`src/rtl/uart_fwd_pkg.sv`:
```
package uart_fwd_pkg;

  typedef enum logic [1:0] {
    RXS_IDLE,
    RXS_START,
    RXS_DATA,
    RXS_STOP
  } rx_state_t;

endpackage

```
`src/rtl/uart_fwd_rx.sv`:
```
module uart_fwd_rx
  import uart_fwd_pkg::*;
#(
  parameter int OVERSAMPLE = 16,
  parameter int DATA_BITS  = 8
) (
  input  logic                 clk,
  input  logic                 rst_n,
  input  logic                 tick,
  input  logic                 line_in,
  output logic                 done,
  output logic [DATA_BITS-1:0] byte_out
);

  localparam int CW = $clog2(OVERSAMPLE);
  localparam int BW = (DATA_BITS > 1) ? $clog2(DATA_BITS) : 1;
  localparam logic [CW-1:0] CNT_LAST = CW'(OVERSAMPLE - 1);
  localparam logic [CW-1:0] CNT_MID  = CW'(OVERSAMPLE / 2 - 1);
  localparam logic [BW-1:0] BIT_LAST = BW'(DATA_BITS - 1);

  logic                 sync_a, sync_b;
  rx_state_t            state;
  logic [CW-1:0]        cnt;
  logic [BW-1:0]        bitn;
  logic [DATA_BITS-1:0] shreg;

  always_ff @(posedge clk or negedge rst_n) begin
    if (!rst_n) begin
      sync_a <= 1'b1;
      sync_b <= 1'b1;
    end else begin
      sync_a <= line_in;
      sync_b <= sync_a;
    end
  end

  always_ff @(posedge clk or negedge rst_n) begin
    if (!rst_n) begin
      state    <= RXS_IDLE;
      cnt      <= '0;
      bitn     <= '0;
      shreg    <= '0;
      done     <= 1'b0;
      byte_out <= '0;
    end else begin
      done <= 1'b0;
      if (tick) begin
        unique case (state)
          RXS_IDLE: begin
            if (!sync_b) begin
              state <= RXS_START;
              cnt   <= '0;
            end
          end
          RXS_START: begin
            if (cnt == CNT_MID) begin
              cnt  <= '0;
              bitn <= '0;
              state <= sync_b ? RXS_IDLE : RXS_DATA;
            end else begin
              cnt <= cnt + 1'b1;
            end
          end
          RXS_DATA: begin
            if (cnt == CNT_LAST) begin
              cnt   <= '0;
              shreg <= {sync_b, shreg[DATA_BITS-1:1]};
              if (bitn == BIT_LAST) state <= RXS_STOP;
              else                  bitn  <= bitn + 1'b1;
            end else begin
              cnt <= cnt + 1'b1;
            end
          end
          RXS_STOP: begin
            if (cnt == CNT_LAST) begin
              cnt   <= '0;
              state <= RXS_IDLE;
              if (sync_b) begin
                done     <= 1'b1;
                byte_out <= shreg;
              end
            end else begin
              cnt <= cnt + 1'b1;
            end
          end
          default: state <= RXS_IDLE;
        endcase
      end
    end
  end

  // the completion strobe lasts a single cycle
  assert_done_single_R1: assert property (@(posedge clk) disable iff (!rst_n)
    done |=> !done);

  // a start seen high at mid-bit returns to idle rather than collecting data
  assert_glitch_reject_R5: assert property (@(posedge clk) disable iff (!rst_n)
    (state == RXS_START && tick && cnt == CNT_MID && sync_b) |=> state == RXS_IDLE);

endmodule

```
`src/rtl/uart_fwd_hold.sv`:
```
module uart_fwd_hold #(
  parameter int DATA_BITS = 8
) (
  input  logic                 clk,
  input  logic                 rst_n,
  input  logic                 fwd_en,
  input  logic                 in_valid,
  input  logic [DATA_BITS-1:0] in_byte,
  input  logic                 take,
  output logic                 full,
  output logic [DATA_BITS-1:0] data,
  output logic                 overrun
);

  logic accept;
  assign accept = in_valid && fwd_en;

  always_ff @(posedge clk or negedge rst_n) begin
    if (!rst_n) begin
      full    <= 1'b0;
      data    <= '0;
      overrun <= 1'b0;
    end else begin
      if (accept && full && !take) begin
        overrun <= 1'b1;
      end else if (accept) begin
        data <= in_byte;
        full <= 1'b1;
      end else if (take) begin
        full <= 1'b0;
      end
    end
  end

  // the overrun flag never clears outside reset
  assert_overrun_sticky_R7: assert property (@(posedge clk) disable iff (!rst_n)
    overrun |=> overrun);

  // a dropped byte leaves the held byte untouched
  assert_drop_keeps_hold_R7: assert property (@(posedge clk) disable iff (!rst_n)
    (accept && full && !take) |=> $stable(data) && full);

  // an accepted byte lands in the holding register on the next cycle
  assert_cut_through_R4: assert property (@(posedge clk) disable iff (!rst_n)
    (accept && !full) |=> full);

  // with forwarding off nothing enters an empty holding register
  assert_disabled_no_fill_R6: assert property (@(posedge clk) disable iff (!rst_n)
    (!fwd_en && !full) |=> !full);

endmodule

```
`src/rtl/uart_fwd_tx.sv`:
```
module uart_fwd_tx #(
  parameter int OVERSAMPLE = 16,
  parameter int DATA_BITS  = 8
) (
  input  logic                 clk,
  input  logic                 rst_n,
  input  logic                 tick,
  input  logic                 hold_full,
  input  logic [DATA_BITS-1:0] hold_data,
  output logic                 take,
  output logic                 line_out
);

  localparam int FRAME = DATA_BITS + 2;
  localparam int CW    = $clog2(OVERSAMPLE);
  localparam int FW    = $clog2(FRAME);
  localparam logic [CW-1:0] CNT_LAST   = CW'(OVERSAMPLE - 1);
  localparam logic [FW-1:0] FRAME_LAST = FW'(FRAME - 1);

  logic             busy;
  logic [FRAME-1:0] shreg;
  logic [CW-1:0]    cnt;
  logic [FW-1:0]    bitn;

  assign take     = hold_full && !busy;
  assign line_out = !busy || shreg[0];

  always_ff @(posedge clk or negedge rst_n) begin
    if (!rst_n) begin
      busy  <= 1'b0;
      shreg <= '1;
      cnt   <= '0;
      bitn  <= '0;
    end else if (take) begin
      busy  <= 1'b1;
      shreg <= {1'b1, hold_data, 1'b0};
      cnt   <= '0;
      bitn  <= '0;
    end else if (busy && tick) begin
      if (cnt == CNT_LAST) begin
        cnt   <= '0;
        shreg <= {1'b1, shreg[FRAME-1:1]};
        if (bitn == FRAME_LAST) busy <= 1'b0;
        else                    bitn <= bitn + 1'b1;
      end else begin
        cnt <= cnt + 1'b1;
      end
    end
  end

  // a frame always opens with a low start bit
  assert_start_low_R2: assert property (@(posedge clk) disable iff (!rst_n)
    take |=> !line_out);

  // the line only moves while a frame is in progress
  assert_idle_steady_R2: assert property (@(posedge clk) disable iff (!rst_n)
    (!busy && !take) |=> line_out);

endmodule

```
`src/rtl/uart_fwd_bridge.sv`:
```
module uart_fwd_bridge #(
  parameter int OVERSAMPLE = 16,
  parameter int DATA_BITS  = 8
) (
  input  logic                 clk,
  input  logic                 rst_n,
  input  logic                 baud_tick,
  input  logic                 fwd_en,
  input  logic                 rx_line,
  output logic                 tx_line,
  output logic                 rx_valid,
  output logic [DATA_BITS-1:0] rx_data,
  output logic                 overrun
);

  logic                 hold_full;
  logic [DATA_BITS-1:0] hold_data;
  logic                 tx_take;

  uart_fwd_rx #(.OVERSAMPLE(OVERSAMPLE), .DATA_BITS(DATA_BITS)) u_rx (
    .clk      (clk),
    .rst_n    (rst_n),
    .tick     (baud_tick),
    .line_in  (rx_line),
    .done     (rx_valid),
    .byte_out (rx_data)
  );

  uart_fwd_hold #(.DATA_BITS(DATA_BITS)) u_hold (
    .clk      (clk),
    .rst_n    (rst_n),
    .fwd_en   (fwd_en),
    .in_valid (rx_valid),
    .in_byte  (rx_data),
    .take     (tx_take),
    .full     (hold_full),
    .data     (hold_data),
    .overrun  (overrun)
  );

  uart_fwd_tx #(.OVERSAMPLE(OVERSAMPLE), .DATA_BITS(DATA_BITS)) u_tx (
    .clk       (clk),
    .rst_n     (rst_n),
    .tick      (baud_tick),
    .hold_full (hold_full),
    .hold_data (hold_data),
    .take      (tx_take),
    .line_out  (tx_line)
  );

  // reset leaves the outputs quiet
  assert_reset_quiet_R8: assert property (@(posedge clk)
    $rose(rst_n) |-> tx_line && !rx_valid && !overrun);

endmodule

```
`config.mk`:
```
export PLATFORM = sky130hd
export DESIGN_NAME = uart_fwd_bridge
export DESIGN_NICKNAME = d
export VERILOG_FILES = /design/src/rtl/uart_fwd_pkg.sv /design/src/rtl/uart_fwd_rx.sv /design/src/rtl/uart_fwd_hold.sv /design/src/rtl/uart_fwd_tx.sv /design/src/rtl/uart_fwd_bridge.sv
export SDC_FILE = /design/constraint.sdc
export NUM_CORES = 1
export LEC_CHECK = 0
export ABC_AREA = 1
export BUFFER_PORTS_ARGS = -buffer_cell sky130_fd_sc_hd__clkbuf_2
export CELL_PAD_IN_SITES_DETAIL_PLACEMENT = 0
export CELL_PAD_IN_SITES_GLOBAL_PLACEMENT = 2
export CORE_ASPECT_RATIO = 1.75
export CORE_MARGIN = 3
export CORE_UTILIZATION = 40
export CTS_BUF_LIST = sky130_fd_sc_hd__clkbuf_8
export DETAILED_ROUTE_END_ITERATION = 8
export PLACE_DENSITY_LB_ADDON = 0.1
export SLEW_MARGIN = 30
export SYNTH_ARGS = -nofsm -noshare
export SYNTH_HDL_FRONTEND = slang
export SYNTH_SLANG_ARGS = --single-unit
```
`constraint.sdc`:
```
create_clock -name clk -period 1.9 [get_ports clk]
set_clock_uncertainty 0.15 [all_clocks]
set_input_delay 0.095 -clock clk [delete_from_list [all_inputs] [get_ports clk]]
set_output_delay 0.095 -clock clk [all_outputs]
set_load 0.01 [all_outputs]
```
==> qor_table.md <==
| Quantity | This run |
|---|---|
| Number of core rows | 38 |
| Detailed-routing iteration count for the pre-antenna-repair pass | 4 |
| Global route overflow | 0 |
| Maxcap violations | 0 |
| DIE WIDTH | 66.65 um |
| Initial antenna violation count | 0 |
| Ranking of synthesized cells by instance count | nand2_1, dfrtp_1, inv_1 |
| Synthesized Nets | 272 |
| Endpoint of the worst register-to-register path | u_rx.bitn[2] |
| Top cells by area in the synthesized netlist | dfrtp_1, dfstp_2, nand2_1 |
| Antenna viol nets, final | 0 |
| Number of enable flip-flop cells after synthesis | 0 |
| Avg Vias per Cell | 4.792 |
| Final routed DRC violation total | 0 |
| Cell-by-cell listing of the critical path | ha_1, ha_1, inv_1, nand2_1, o21ai_1, nand2_1, nand2_1, o21ai_1 |
| Post-DP HPWL | 3362 um |
| Flip-flop and latch count after synthesis | 56 |
| Average wire length per cell after detail routing | 12.63 um |
| Vias post-DR | 1749 |
| Switching component of the power | 959.2 uW |
| Synth unique cells | 32 |
| Boundary Pins | 16 |
| Max transition margin | 0.7609 |
| Total Routing Usage GR | 0.1425 |
| R2R depth | 8 |
| Fraction of synthesis flops using an asynchronous set or reset pin | 1.000 |
| Count of input and output buffers | 15 |
| Part of the total power dissipated in sequential elements | 0.527 |
| # setup viols final | 0 |
| Critical path class | flip-flop to flip-flop |
| Peak Freq | 591.2 MHz |
| Data arrival time at the worst-slack endpoint | 1.74 ns |
| Crit start category | flip-flop |
| Data required time of the worst path | 1.95 ns |
| Chip Height | 112.1 um |
| Synthesized instance count | 261 |
| RSZ-0062 raised after global routing | no |
| Clk Latency, worst-skew pair | 0.31 ns |
| Maximum fanout along the worst path | 4 |
| Clock tree from TritonCTS | done |
| Pins over their slew limit | 0 |
| Post-CTS sizing | 0 |
| Cell taking the most area after synthesis | dfrtp_1 |
| Dpl ws | 0.1794 ns |
| Share of post-route cells with drive strength above 1 | 0.2386 |
| Initial Util | 0.4134 |
| First-pass GRT wire length | 8245 um |
| Final period utilization | 0.8903 |
| Worst hold slack | 0.1580 ns |
| Most frequent cell after synthesis | nand2_1 |
| Setup_tns | 0 ns |
| Full die area | 7474 um^2 |
| Number of global-route vias before repair | 1822 |
| Final hold violation count | 0 |
| Highest ir drop seen on vdd | 0.0006205 V |
| Combinational cell fraction of total power | 0.224 |
| Clock Path Buffers | 2 |
| Switching power share of the total | 0.3082 |
| Pin count of the biggest net entering global routing | 57 |
| Dominant register cell in the synthesized netlist | dfrtp_1 |
| Area overhead of the layout relative to synthesis | 12.05% |
| Min Clock Period, post-route | 1.692 ns |
| Worst r2r src | u_rx.bitn[0] |
| Internal Pwr Total | 2154 uW |
| Flop-to-flop setup slack | 0.21 ns |
| Crit-path max cell delay | 0.41 ns |
| Sequential cell area fraction in the yosys report | 0.5496 |
| Dominant cell type by count on the critical path | nand2_1 |
| Clock root cell | clkbuf_8 |
| Average size of a mapped cell | 9.866 um^2 |
| Proportion of power drawn by the clock network | 0.248 |
| Power, Total | 3113 uW |
| CP max-delay cell | dfrtp_1 |
| Ratio of total power to cell area | 1079 nW/um^2 |
| Number of nets in the layout | 295 |
| Capturing element type of the critical path | flip-flop |
| Cts bufs inserted | 5 |
| Result of the run | complete, no violations |
| Reported leakage power | 0.001413 uW |
| Maximum level of the CTS H-tree | 2 |
| Post-Synthesis Cell Area | 2575 um^2 |
| Number of antenna diodes | 0 |
| Setup slack after layout | 0.2084 ns |
| Synth warnings | 0 |
| Core area | 6228 um^2 |
| Overall routed net length | 4609 um |
| TritonCTS sink count | 56 |
| Area share of the largest cell type after synthesis | 0.4373 |
| Weighted congestion reported at the end of routability-driven placement | 0.7439 |
| Actual slew at the worst max-slew pin | 0.3578 ns |
| Type of the tightest min-delay check | input pin to asynchronous set/reset pin |
| DR iter-0 viols | 58 |
| Clk pin slew, worst setup/hold paths | 0.09 ns |
## layout make-up
type                            count  area [um^2]
Clock buffer                        5        68.82
Clock inverter                      3        42.54
Fill cell                         620         3343
Inverter                           29        113.9
Multi-Input combinational cell    172         1010
Sequential cell                    56         1415
Tap cell                           80        100.1
Timing Repair Buffer               20        135.1
## how the worst max path moves through the flow
stage,from,to,cells past startpoint,slack (ns)
2_1_floorplan,u_rx.cnt[0],u_rx.byte_out[6],7,0.41
3_3_place_gp,u_rx.bitn[0],u_rx.bitn[0],8,0.21
3_5_place_dp,u_rx.bitn[0],u_rx.bitn[2],8,0.18
4_1_cts,u_rx.bitn[0],u_rx.bitn[2],8,0.17
5_1_grt,u_rx.bitn[0],u_rx.bitn[2],8,0.07
6_report,u_rx.bitn[0],u_rx.bitn[2],8,0.21
## through the flow
stage,instance area [um^2],std cells,util
after floorplan,2575,261,-
after global routing,2885,365,0.4632
after CTS,2885,365,0.4632
after global placement,2734,353,0.4389
after detailed placement,2734,353,0.4389
final,2885,365,0.4632
## state kept, by name, indices dropped and copies added, names as in the netlist, 3 cells and up, named ones only
name and count:
u_rx.cnt 4, u_tx.bitn 4, u_rx.bitn 3, u_tx.shreg 9
u_rx.shreg 8, u_rx.byte_out 8, u_hold.data 8, u_tx.cnt 4
## critical path: cells and delay by family, from the launching register on
kind            cells  cell delay, ns
flops               1            0.41
fa+ha+maj           2            0.40
simple gates        3            0.34
compound gates      2            0.23
buf+inv             1            0.05
## placed cells by master (no fill, tap or decap), drive strengths merged
| cell type | synthesis | routed |
|---|---|---|
| nand2 | 72 | 72 |
| dfrtp | 45 | 45 |
| inv | 29 | 31 |
| o21ai | 30 | 30 |
| clkbuf | 0 | 20 |
| nor2 | 18 | 18 |
| nand3 | 15 | 15 |
| dfstp | 11 | 11 |
| mux2 | 8 | 8 |
| a31oi | 7 | 7 |
| ha | 6 | 6 |
| dlygate4sd3 | 0 | 4 |
| a21oi | 4 | 4 |
| o22ai | 2 | 2 |
| xor2 | 2 | 2 |
| nand4 | 2 | 2 |
| or2 | 1 | 1 |
| o22a | 1 | 1 |
| a22oi | 1 | 1 |
| o21bai | 1 | 1 |
| a2bb2oi | 1 | 1 |
| a22o | 1 | 1 |
| bufinv | 0 | 1 |
| buf | 4 | 1 |
## cell families after synthesis
logic type	synth area share
compound gates	0.1244
xor+xnor	0.006804
fa+ha+maj	0.02915
buf+inv	0.05831
flops	0.5496
mux	0.03499
simple gates	0.1968
## repair_timing
| item | in CTS | in global routing |
|---|---|---|
| hold endpoints to repair | 60 | 0 |
| hold buffers | 4 | 0 |
| buffers inserted | 0 | 0 |
## power by group through the flow
stage / Clock [uW] / Combinational (uW) / Sequential [uW]
global placement: 0 / 703 / 1660
detailed placement: 0 / 707 / 1670
CTS: 816 / 715 / 1640
floorplan: 0 / 566 / 1620
global route: 849 / 825 / 1680
finish: 772 / 699 / 1640
## layer usage
metal  global-route usage  up-vias  part of all wire
met2               0.2507       20              0.53
met4              0.06242        0             0.025
met5                    0        -                 0
met1               0.1645      816              0.43
li1                     -      905                 -
met3              0.02402        8             0.019
(Power assumes the default switching activity.)
